### config.mk
export PLATFORM = sky130hd
export DESIGN_NAME = fpslice_chain
export DESIGN_NICKNAME = d
export VERILOG_FILES = /design/src/rtl/fpslice_pkg.sv /design/src/rtl/fpslice_ctl.sv /design/src/rtl/fpslice_dp.sv /design/src/rtl/fpslice_chain.sv
export SDC_FILE = /design/constraint.sdc
export NUM_CORES = 2
export LEC_CHECK = 0
export ABC_AREA = 1
export BUFFER_PORTS_ARGS = -buffer_cell sky130_fd_sc_hd__clkbuf_2
export CELL_PAD_IN_SITES_DETAIL_PLACEMENT = 1
export CELL_PAD_IN_SITES_GLOBAL_PLACEMENT = 1
export CORE_MARGIN = 10
export CORE_UTILIZATION = 35
export CTS_CLUSTER_DIAMETER = 200
export DETAILED_ROUTE_END_ITERATION = 10
export GPL_ROUTABILITY_DRIVEN = 0
export GPL_TIMING_DRIVEN = 0
export HOLD_SLACK_MARGIN = 0.08
export PLACE_DENSITY_LB_ADDON = 0.1
export SYNTH_ARGS = -nofsm -noshare
export SYNTH_HDL_FRONTEND = slang
export SYNTH_SLANG_ARGS = --single-unit
### constraint.sdc
create_clock -name clk -period 19.7 [get_ports clk]
set_clock_uncertainty 0.05 [all_clocks]
set_input_delay 0.985 -clock clk [delete_from_list [all_inputs] [get_ports clk]]
set_output_delay 0.985 -clock clk [all_outputs]
set_load 0.01 [all_outputs]
### src/rtl/fpslice_pkg.sv
package fpslice_pkg;
  localparam int FRAC_W  = 23;
  localparam int EXP_W   = 8;
  localparam int WORD_W  = 1 + EXP_W + FRAC_W;
  localparam int MANT_W  = FRAC_W + 1;
  localparam int PROD_W  = 2 * MANT_W;
  localparam int EXT_W   = MANT_W + 3;
  localparam int SUM_W   = EXT_W + 1;
  localparam int XEXP_W  = EXP_W + 4;
  localparam int ALIGN_W = MANT_W + EXT_W - 1;
  localparam int ALIGN_CAP = ALIGN_W - 1;
  localparam int SH_W    = $clog2(ALIGN_W);
  localparam int LZ_W    = $clog2(EXT_W + 1);
  localparam int EXP_MAX = (1 << EXP_W) - 1;
  localparam int BIAS    = (1 << (EXP_W - 1)) - 1;

  localparam logic signed [XEXP_W-1:0] EXP_TOP = XEXP_W'(EXP_MAX);
  localparam logic signed [XEXP_W-1:0] BIAS_X  = XEXP_W'(BIAS);
  localparam logic signed [XEXP_W-1:0] ONE_X   = XEXP_W'(1);
  localparam logic signed [XEXP_W-1:0] ZERO_X  = '0;
  localparam logic [WORD_W-1:0] QNAN =
    {1'b0, {EXP_W{1'b1}}, 1'b1, {(FRAC_W-1){1'b0}}};

  typedef enum logic [2:0] {K_NUM, K_ZERO, K_INF, K_NAN, K_PASS} kind_t;

  typedef struct packed {
    logic invalid;
    logic overflow;
    logic underflow;
    logic inexact;
  } flags_t;

  // strobes from control to datapath: load enables per register bank
  typedef struct packed {
    logic ldIn;
    logic ldAlign;
    logic ldNorm;
    logic ldOut;
  } stageCtl_t;

  typedef struct packed {
    kind_t                     kind;
    logic                      sign;
    logic signed [XEXP_W-1:0]  exp;
    logic [PROD_W-1:0]         prod;
  } mulAlign_t;

  typedef struct packed {
    kind_t                     kind;
    logic                      sign;
    logic signed [XEXP_W-1:0]  exp;
    logic [SUM_W-1:0]          sum;
    logic [WORD_W-1:0]         word;
    logic                      passInv;
  } addAlign_t;

  typedef struct packed {
    kind_t                     kind;
    logic                      sign;
    logic signed [XEXP_W-1:0]  exp;
    logic [MANT_W-1:0]         mant;
    logic                      grd;
    logic                      stk;
    logic [WORD_W-1:0]         word;
    logic                      passInv;
  } normRec_t;

  typedef struct packed {
    logic [WORD_W-1:0] word;
    flags_t            flags;
  } outRec_t;

  function automatic logic [EXP_W-1:0] expOf(input logic [WORD_W-1:0] w);
    return w[WORD_W-2:FRAC_W];
  endfunction

  function automatic logic [FRAC_W-1:0] fracOf(input logic [WORD_W-1:0] w);
    return w[FRAC_W-1:0];
  endfunction

  function automatic logic isNan(input logic [WORD_W-1:0] w);
    return (&expOf(w)) && (|fracOf(w));
  endfunction

  function automatic logic isInf(input logic [WORD_W-1:0] w);
    return (&expOf(w)) && !(|fracOf(w));
  endfunction

  function automatic logic isFlushZero(input logic [WORD_W-1:0] w);
    return !(|expOf(w));
  endfunction

  function automatic logic isSnan(input logic [WORD_W-1:0] w);
    return isNan(w) && !w[FRAC_W-1];
  endfunction

  function automatic logic [LZ_W-1:0] lzc(input logic [EXT_W-1:0] v);
    logic [LZ_W-1:0] n;
    n = LZ_W'(EXT_W);
    for (int i = 0; i < EXT_W; i++)
      if (v[i]) n = LZ_W'(EXT_W - 1 - i);
    return n;
  endfunction

  // round to nearest-even, then range check with flush-to-zero
  function automatic outRec_t finishRec(input normRec_t n);
    outRec_t                  o;
    logic [MANT_W:0]          m;
    logic signed [XEXP_W-1:0] e;
    logic                     up;
    o = '0;
    case (n.kind)
      K_ZERO: o.word = {n.sign, {(WORD_W-1){1'b0}}};
      K_INF:  o.word = {n.sign, {EXP_W{1'b1}}, {FRAC_W{1'b0}}};
      K_NAN: begin
        o.word = QNAN;
        o.flags.invalid = 1'b1;
      end
      K_PASS: begin
        o.word = n.word;
        o.flags.invalid = n.passInv;
      end
      default: begin
        up = n.grd & (n.stk | n.mant[0]);
        m  = {1'b0, n.mant} + (MANT_W+1)'(up);
        e  = n.exp;
        if (m[MANT_W]) begin
          m = m >> 1;
          e = e + ONE_X;
        end
        if (e >= EXP_TOP) begin
          o.word = {n.sign, {EXP_W{1'b1}}, {FRAC_W{1'b0}}};
          o.flags.overflow = 1'b1;
          o.flags.inexact  = 1'b1;
        end else if (e <= ZERO_X) begin
          o.word = {n.sign, {(WORD_W-1){1'b0}}};
          o.flags.underflow = 1'b1;
          o.flags.inexact   = 1'b1;
        end else begin
          o.word = {n.sign, e[EXP_W-1:0], m[FRAC_W-1:0]};
          o.flags.inexact = n.grd | n.stk;
        end
      end
    endcase
    return o;
  endfunction
endpackage

### src/rtl/fpslice_ctl.sv
module fpslice_ctl
  import fpslice_pkg::*;
(
  input  logic      clk,
  input  logic      rst,
  input  logic      inValid,
  output stageCtl_t ctl,
  output logic      outValid
);
  localparam int STAGES = 3;

  logic [STAGES-1:0] vPipe;
  logic [2:0]        sinceRst;

  always_ff @(posedge clk) begin
    if (rst) begin
      vPipe    <= '0;
      outValid <= 1'b0;
    end else begin
      vPipe    <= {vPipe[STAGES-2:0], inValid};
      outValid <= vPipe[STAGES-1];
    end
  end

  assign ctl.ldIn    = inValid;
  assign ctl.ldAlign = vPipe[0];
  assign ctl.ldNorm  = vPipe[1];
  assign ctl.ldOut   = vPipe[2];

  // age of the pipeline since reset, saturating, used only by the check
  always_ff @(posedge clk) begin
    if (rst)                sinceRst <= '0;
    else if (sinceRst != 3'd4) sinceRst <= sinceRst + 3'd1;
  end

  assert_latency_R5: assert property (@(posedge clk) disable iff (rst)
    (sinceRst == 3'd4) |-> (outValid == $past(inValid, 4)));
endmodule

### src/rtl/fpslice_dp.sv
module fpslice_dp
  import fpslice_pkg::*;
(
  input  logic              clk,
  input  logic              rst,
  input  stageCtl_t         ctl,
  input  logic              cfgChainEn,
  input  logic              cfgSubtract,
  input  logic [WORD_W-1:0] mulA,
  input  logic [WORD_W-1:0] mulB,
  input  logic [WORD_W-1:0] addA,
  input  logic [WORD_W-1:0] chainIn,
  output logic [WORD_W-1:0] chainOut,
  output logic [WORD_W-1:0] result,
  output logic [3:0]        mulFlags,
  output logic [3:0]        addFlags
);
  // input register bank
  logic [WORD_W-1:0] inMulA, inMulB, inAddA, inChain;
  logic              inEn, inSub;
  // pipeline banks
  mulAlign_t mAlignNext, mAlignQ;
  addAlign_t aAlignNext, aAlignQ;
  normRec_t  mNormNext, mNormQ, aNormNext, aNormQ;
  outRec_t   mOut, aOut;

  // ---------------- multiplier: unpack, specials, significand product
  always_comb begin
    logic [MANT_W-1:0]        ma, mb;
    logic signed [XEXP_W-1:0] ea, eb;
    ma = {1'b1, fracOf(inMulA)};
    mb = {1'b1, fracOf(inMulB)};
    ea = XEXP_W'(expOf(inMulA));
    eb = XEXP_W'(expOf(inMulB));
    mAlignNext.sign = inMulA[WORD_W-1] ^ inMulB[WORD_W-1];
    mAlignNext.exp  = ea + eb - BIAS_X;
    mAlignNext.prod = PROD_W'(ma) * PROD_W'(mb);
    if (isNan(inMulA) || isNan(inMulB))
      mAlignNext.kind = K_NAN;
    else if ((isInf(inMulA) && isFlushZero(inMulB)) ||
             (isFlushZero(inMulA) && isInf(inMulB)))
      mAlignNext.kind = K_NAN;
    else if (isInf(inMulA) || isInf(inMulB))
      mAlignNext.kind = K_INF;
    else if (isFlushZero(inMulA) || isFlushZero(inMulB))
      mAlignNext.kind = K_ZERO;
    else
      mAlignNext.kind = K_NUM;
  end

  // ---------------- adder: operand swap, alignment with sticky, add
  always_comb begin
    logic [WORD_W-1:0]  opB, big, sml;
    logic               swap, effSub;
    logic [EXP_W-1:0]   d;
    logic [SH_W-1:0]    dCap;
    logic [ALIGN_W-1:0] bExt, sh;
    logic [EXT_W-1:0]   aExt, al;
    opB    = inChain ^ {inSub, {(WORD_W-1){1'b0}}};
    swap   = opB[WORD_W-2:0] > inAddA[WORD_W-2:0];
    big    = swap ? opB : inAddA;
    sml    = swap ? inAddA : opB;
    d      = expOf(big) - expOf(sml);
    dCap   = (d > EXP_W'(ALIGN_CAP)) ? SH_W'(ALIGN_CAP) : SH_W'(d);
    bExt   = {1'b1, fracOf(sml), {(ALIGN_W-MANT_W){1'b0}}};
    sh     = bExt >> dCap;
    al     = {sh[ALIGN_W-1 -: EXT_W-1], |sh[ALIGN_W-EXT_W:0]};
    aExt   = {1'b1, fracOf(big), 3'b000};
    effSub = big[WORD_W-1] ^ sml[WORD_W-1];
    aAlignNext.sum  = effSub ? ({1'b0, aExt} - {1'b0, al})
                             : ({1'b0, aExt} + {1'b0, al});
    aAlignNext.sign = big[WORD_W-1];
    aAlignNext.exp  = XEXP_W'(expOf(big));
    aAlignNext.word    = '0;
    aAlignNext.passInv = 1'b0;
    if (!inEn) begin
      aAlignNext.kind    = K_PASS;
      aAlignNext.word    = inAddA;
      aAlignNext.passInv = isSnan(inAddA);
    end else if (isNan(inAddA) || isNan(opB)) begin
      aAlignNext.kind = K_NAN;
    end else if (isInf(inAddA) && isInf(opB)) begin
      aAlignNext.kind = (inAddA[WORD_W-1] != opB[WORD_W-1]) ? K_NAN : K_INF;
      aAlignNext.sign = inAddA[WORD_W-1];
    end else if (isInf(inAddA) || isInf(opB)) begin
      aAlignNext.kind = K_INF;
      aAlignNext.sign = isInf(inAddA) ? inAddA[WORD_W-1] : opB[WORD_W-1];
    end else if (isFlushZero(inAddA) && isFlushZero(opB)) begin
      aAlignNext.kind = K_ZERO;
      aAlignNext.sign = inAddA[WORD_W-1] & opB[WORD_W-1];
    end else if (isFlushZero(inAddA)) begin
      aAlignNext.kind = K_PASS;
      aAlignNext.word = opB;
    end else if (isFlushZero(opB)) begin
      aAlignNext.kind = K_PASS;
      aAlignNext.word = inAddA;
    end else begin
      aAlignNext.kind = K_NUM;
    end
  end

  // ---------------- normalization of both units
  always_comb begin
    logic [PROD_W-1:0] p;
    p = mAlignQ.prod;
    mNormNext         = '0;
    mNormNext.kind    = mAlignQ.kind;
    mNormNext.sign    = mAlignQ.sign;
    if (p[PROD_W-1]) begin
      mNormNext.mant = p[PROD_W-1 -: MANT_W];
      mNormNext.grd  = p[PROD_W-1-MANT_W];
      mNormNext.stk  = |p[PROD_W-2-MANT_W:0];
      mNormNext.exp  = mAlignQ.exp + ONE_X;
    end else begin
      mNormNext.mant = p[PROD_W-2 -: MANT_W];
      mNormNext.grd  = p[PROD_W-2-MANT_W];
      mNormNext.stk  = |p[PROD_W-3-MANT_W:0];
      mNormNext.exp  = mAlignQ.exp;
    end
  end

  always_comb begin
    logic [SUM_W-1:0] s;
    logic [EXT_W-1:0] n;
    logic [LZ_W-1:0]  lz;
    s  = aAlignQ.sum;
    lz = lzc(s[EXT_W-1:0]);
    n  = s[EXT_W-1:0] << lz;
    aNormNext         = '0;
    aNormNext.kind    = aAlignQ.kind;
    aNormNext.sign    = aAlignQ.sign;
    aNormNext.word    = aAlignQ.word;
    aNormNext.passInv = aAlignQ.passInv;
    if (s[SUM_W-1]) begin
      aNormNext.mant = s[SUM_W-1 -: MANT_W];
      aNormNext.grd  = s[SUM_W-1-MANT_W];
      aNormNext.stk  = |s[SUM_W-2-MANT_W:0];
      aNormNext.exp  = aAlignQ.exp + ONE_X;
    end else begin
      aNormNext.mant = n[EXT_W-1 -: MANT_W];
      aNormNext.grd  = n[EXT_W-1-MANT_W];
      aNormNext.stk  = |n[EXT_W-2-MANT_W:0];
      aNormNext.exp  = aAlignQ.exp - XEXP_W'(lz);
    end
    if (aAlignQ.kind == K_NUM && s == '0) begin
      aNormNext.kind = K_ZERO;
      aNormNext.sign = 1'b0;
    end
  end

  // ---------------- rounding and packing
  always_comb begin
    mOut = finishRec(mNormQ);
    aOut = finishRec(aNormQ);
  end

  // ---------------- register banks
  always_ff @(posedge clk) begin
    if (rst) begin
      inMulA <= '0; inMulB <= '0; inAddA <= '0; inChain <= '0;
      inEn <= 1'b0; inSub <= 1'b0;
      mAlignQ <= '0; aAlignQ <= '0;
      mNormQ <= '0; aNormQ <= '0;
      chainOut <= '0; result <= '0;
      mulFlags <= '0; addFlags <= '0;
    end else begin
      if (ctl.ldIn) begin
        inMulA  <= mulA;
        inMulB  <= mulB;
        inAddA  <= addA;
        inChain <= chainIn;
        inEn    <= cfgChainEn;
        inSub   <= cfgSubtract;
      end
      if (ctl.ldAlign) begin
        mAlignQ <= mAlignNext;
        aAlignQ <= aAlignNext;
      end
      if (ctl.ldNorm) begin
        mNormQ <= mNormNext;
        aNormQ <= aNormNext;
      end
      if (ctl.ldOut) begin
        chainOut <= mOut.word;
        mulFlags <= mOut.flags;
        result   <= aOut.word;
        addFlags <= aOut.flags;
      end
    end
  end

  // ---------------- checks on the output bank
  assert_mul_nan_R6: assert property (@(posedge clk) disable iff (rst)
    mulFlags[3] |-> (chainOut == QNAN));
  assert_mul_ovf_R7: assert property (@(posedge clk) disable iff (rst)
    mulFlags[2] |-> (chainOut[WORD_W-2:0] == {{EXP_W{1'b1}}, {FRAC_W{1'b0}}}) && mulFlags[0]);
  assert_add_ovf_R7: assert property (@(posedge clk) disable iff (rst)
    addFlags[2] |-> (result[WORD_W-2:0] == {{EXP_W{1'b1}}, {FRAC_W{1'b0}}}) && addFlags[0]);
  assert_mul_unf_R8: assert property (@(posedge clk) disable iff (rst)
    mulFlags[1] |-> (chainOut[WORD_W-2:0] == '0) && mulFlags[0]);
  assert_add_unf_R8: assert property (@(posedge clk) disable iff (rst)
    addFlags[1] |-> (result[WORD_W-2:0] == '0) && addFlags[0]);
  assert_hold_R10: assert property (@(posedge clk) disable iff (rst)
    !ctl.ldOut |=> $stable(result) && $stable(chainOut) && $stable(addFlags));
endmodule

### src/rtl/fpslice_chain.sv
module fpslice_chain
  import fpslice_pkg::*;
(
  input  logic        clk,
  input  logic        rst,
  input  logic        inValid,
  input  logic        cfgChainEn,
  input  logic        cfgSubtract,
  input  logic [31:0] mulA,
  input  logic [31:0] mulB,
  input  logic [31:0] addA,
  input  logic [31:0] chainIn,
  output logic [31:0] chainOut,
  output logic [31:0] result,
  output logic [3:0]  mulFlags,
  output logic [3:0]  addFlags,
  output logic        outValid
);
  stageCtl_t ctl;

  fpslice_ctl u_ctl (
    .clk      (clk),
    .rst      (rst),
    .inValid  (inValid),
    .ctl      (ctl),
    .outValid (outValid)
  );

  fpslice_dp u_dp (
    .clk         (clk),
    .rst         (rst),
    .ctl         (ctl),
    .cfgChainEn  (cfgChainEn),
    .cfgSubtract (cfgSubtract),
    .mulA        (mulA),
    .mulB        (mulB),
    .addA        (addA),
    .chainIn     (chainIn),
    .chainOut    (chainOut),
    .result      (result),
    .mulFlags    (mulFlags),
    .addFlags    (addFlags)
  );
endmodule

==> metrics <==
fraction of layout cells with a size suffix above 1=5.51%; initial antenna violation count=10; part of the Yosys area used for sequential elements=19.7%; violated checks=max-capacitance violations, max-slew violations; Routed Antenna Nets=0; Slew headroom=-4.73%; PortBufs=203; post-synthesis mux area share=0.0432%; CTS tree=yes; post-CTS sizing=0; I/O pin total=206; fmax=99.8 MHz; largest net degree at the start of global routing=19; Mapped Nets=7,477; hold_buf cts=0; MaxCap Viol Count=1; asr flop ratio synth=0%; Setup Buffers After CTS=0; setup violators final=0; post-route minimum period=10.02 ns; post-DR vias/cell=around 5.3; # rows=133; Die Y=384 µm; Yosys cell types=65; simple-gate portion of the synthesized area=approximately a fifth; Tot Pwr=0.00479 W; ys flop type=dfxtp_1; Setup TNS=0 ns; Tcrit/Tclk final=50.9%; nets=7,739; main combinational cell family by area after synthesis=adder cells; Synth Instances=6,584; Post-synth EDFFs=0; CTS root buf=clkbuf_16; htree depth=2; GR Util All Layers=27.7%; vias in the first global route=47,000; Yosys reg bits=~460; Critical-path top delay cell=clkbuf_1; Worst EP arrival=10.57 ns; Slew Limit Fails=11; first-pass GRT wire length=308,000 µm; CTS Buf Count=56; Adder-Cell Fraction of Synth Area=between 20 and 30%; Std-Cell Core Area=131,000 µm²; area grow syn2layout=11.4%; syn avg cell area=between 7 and 8 µm²; CTS max path bufs=3; crit-path max cell delay=0.79 ns; CP bufs+invs=9; unrepaired setup endpoints after global routing=no; GRT overflow=0; drt wl/cell=roughly 24 µm; largest fanout on the critical path=10; Leakage Power=~25 nW; Synth Area in Compound Gates=15.0%; Hold Path Origin=u_dp.aNormQ[6]; Clock Pin Slew Worst Setup and Hold Paths=0.06 ns; Crit. End Element=register; PwrDens=93.0 nW/µm²; cell area after synthesis=46,300 µm²; fin util=39.2%; required time worst endpoint=around 20 ns; drc violations=0; Initial DRT Pass Iterations=5; worst flop-to-flop path startpoint=u_dp.inMulB[13]; post-DP HPWL=174,000 µm; final hold vios=0; vias post-DR=45,500; DRT iter0 DRCs=3,423; critical path class=reg -> reg; status=finished, violations left; Ys Warns=0; Routed WL=208,000 µm; Worst Setup Start Kind=register; Max IR drop VDD=0.0000723 V; delay-heaviest family, CP=adder cells; Synth Area in XOR/XNOR=2.16%; CP startpoint=u_dp.inMulB[13]; Die W=384 µm; worst hold path type=reg -> reg; Num Clock Sinks=456; die footprint=147,000 µm²; Worst-Margin Slew=between 1.5 and 2 ns; clk_lat worst skew=0.70 ns; Starting Density=35.2%
-- final timing paths --
kind | endpoint | slack (ns) | cells after the start
max reg2reg | u_dp.mAlignQ[44] | 9.68 | 32
min reg2reg | u_dp.aNormQ[6] | 0.41 | 2
max | u_dp.mAlignQ[44] | 9.68 | 32
min | u_dp.aNormQ[6] | 0.41 | 2
-- final cells by class --
class / count / area [µm²]
Buffer: 370 / 1490
Sequential cell: 456 / 9130
Timing Repair Buffer: 204 / 1030
Clock buffer: 80 / 1600
Fill cell: 16900 / 79900
Tap cell: 1755 / 2200
Antenna cell: 1 / 2.50
Inverter: 1309 / 4920
Clock inverter: 23 / 432
Multi-Input combinational cell: 4449 / 30800
-- sequential cells by signal, summed over array words and instances (netlist names) --
register        count
u_dp.inMulA        32
u_ctl.outValid      1
u_dp.aAlignQ       73
u_dp.chainOut      32
u_dp.mNormQ        41
u_ctl.vPipe         3
u_dp.mAlignQ       63
u_dp.inMulB        32
u_dp.inChain       32
u_dp.aNormQ        73
u_dp.addFlags       4
u_dp.inAddA        32
u_dp.inSub          1
u_dp.mulFlags       4
u_dp.result        32
u_dp.inEn           1
-- cells in the mapped netlist, drive strengths merged, types with 6 or more instances --
cell type  instances  share of area, %
nor2             426               3.5
nor4              41              0.55
a21oi            381               4.1
a32o               6              0.13
xor2              93               1.8
inv             1306                11
buf               40              0.54
o221ai             8              0.15
o22ai             53              0.72
a221oi            26              0.49
nor3              50              0.61
a31oi             47              0.64
or2                6             0.081
o21a               9              0.15
nand4             97               1.3
ha               275               7.4
o211ai            53              0.86
xnor2             21              0.40
nand3            280               3.1
o21bai             6             0.097
dfxtp            456                20
nand2           1392                11
o21ai            634               6.9
o31ai              9              0.15
clkbuf           330               2.7
a211oi             9              0.15
fa               485                21
-- kinds of logic (layout without fill, tap and decap cells) --
logic type / Yosys count / after routing
AND/OR/NAND/NOR: 2305 / 2305
buffers and inverters: 1679 / 1986
AO/OA/AOI/OAI: 1268 / 1268
adder cells (fa/ha/maj): 760 / 760
flip-flops: 456 / 456
XOR/XNOR: 114 / 114
multiplexers: 2 / 2
other: 0 / 1
-- tightest hold or removal path, delay by kind of cell (launching register included) --
kind | cells | cell delay, ns
simple gates | 1 | 0.05
compound gates | 1 | 0.05
flops | 1 | 0.33
-- layer usage --
metal  vias to the layer above  wire, µm  GRT usage [%]
met4                         6      7120           8.60
met2                      1328     91900           44.0
met5                         -        38              0
met1                     22700     95700           38.1
li1                      21200         -              -
met3                       264     13600           4.56
-- power breakdown --
part	leakage, nW	total, W	switching (W)	internal (W)
logic	20.5	0.00258	0.00178	0.000800
clock network	0.982	0.00116	0.000472	0.000687
registers	3.74	0.00106	0.0000737	0.000983
total	25.2	0.00479	0.00232	0.00247
-- metrics by stage --
stage,cells,setup slack (ns),hold WS [ns],instance area (µm²)
final,8647,9.68,0.409,51600
after global routing,8646,9.13,0.437,51600
after CTS,8646,9.60,0.415,51600
after detailed placement,8543,9.60,0.403,49500
after global placement,8542,9.78,0.395,49500
after floorplan,6584,12.30,0.379,46300
-- placed cells by master (no fill, tap or decap), types with 12 or more instances in the layout --
cell,Yosys,routed
a21oi_1,380,380
a221oi_1,26,26
a31oi_1,47,47
buf_1,12,12
buf_2,14,14
clkbuf_1,330,342
clkbuf_16,0,56
clkbuf_2,0,204
dfxtp_1,456,456
fa_1,485,485
ha_1,275,275
inv_1,1294,1294
nand2_1,1380,1380
nand3_1,271,271
nand4_1,97,97
nor2_1,419,419
nor3_1,45,45
nor4_1,41,41
o211ai_1,53,53
o21ai_0,595,595
o21ai_1,38,38
o22ai_1,53,53
xnor2_1,21,21
xor2_1,93,93
Note: power is estimated with default switching activity, not from simulation.
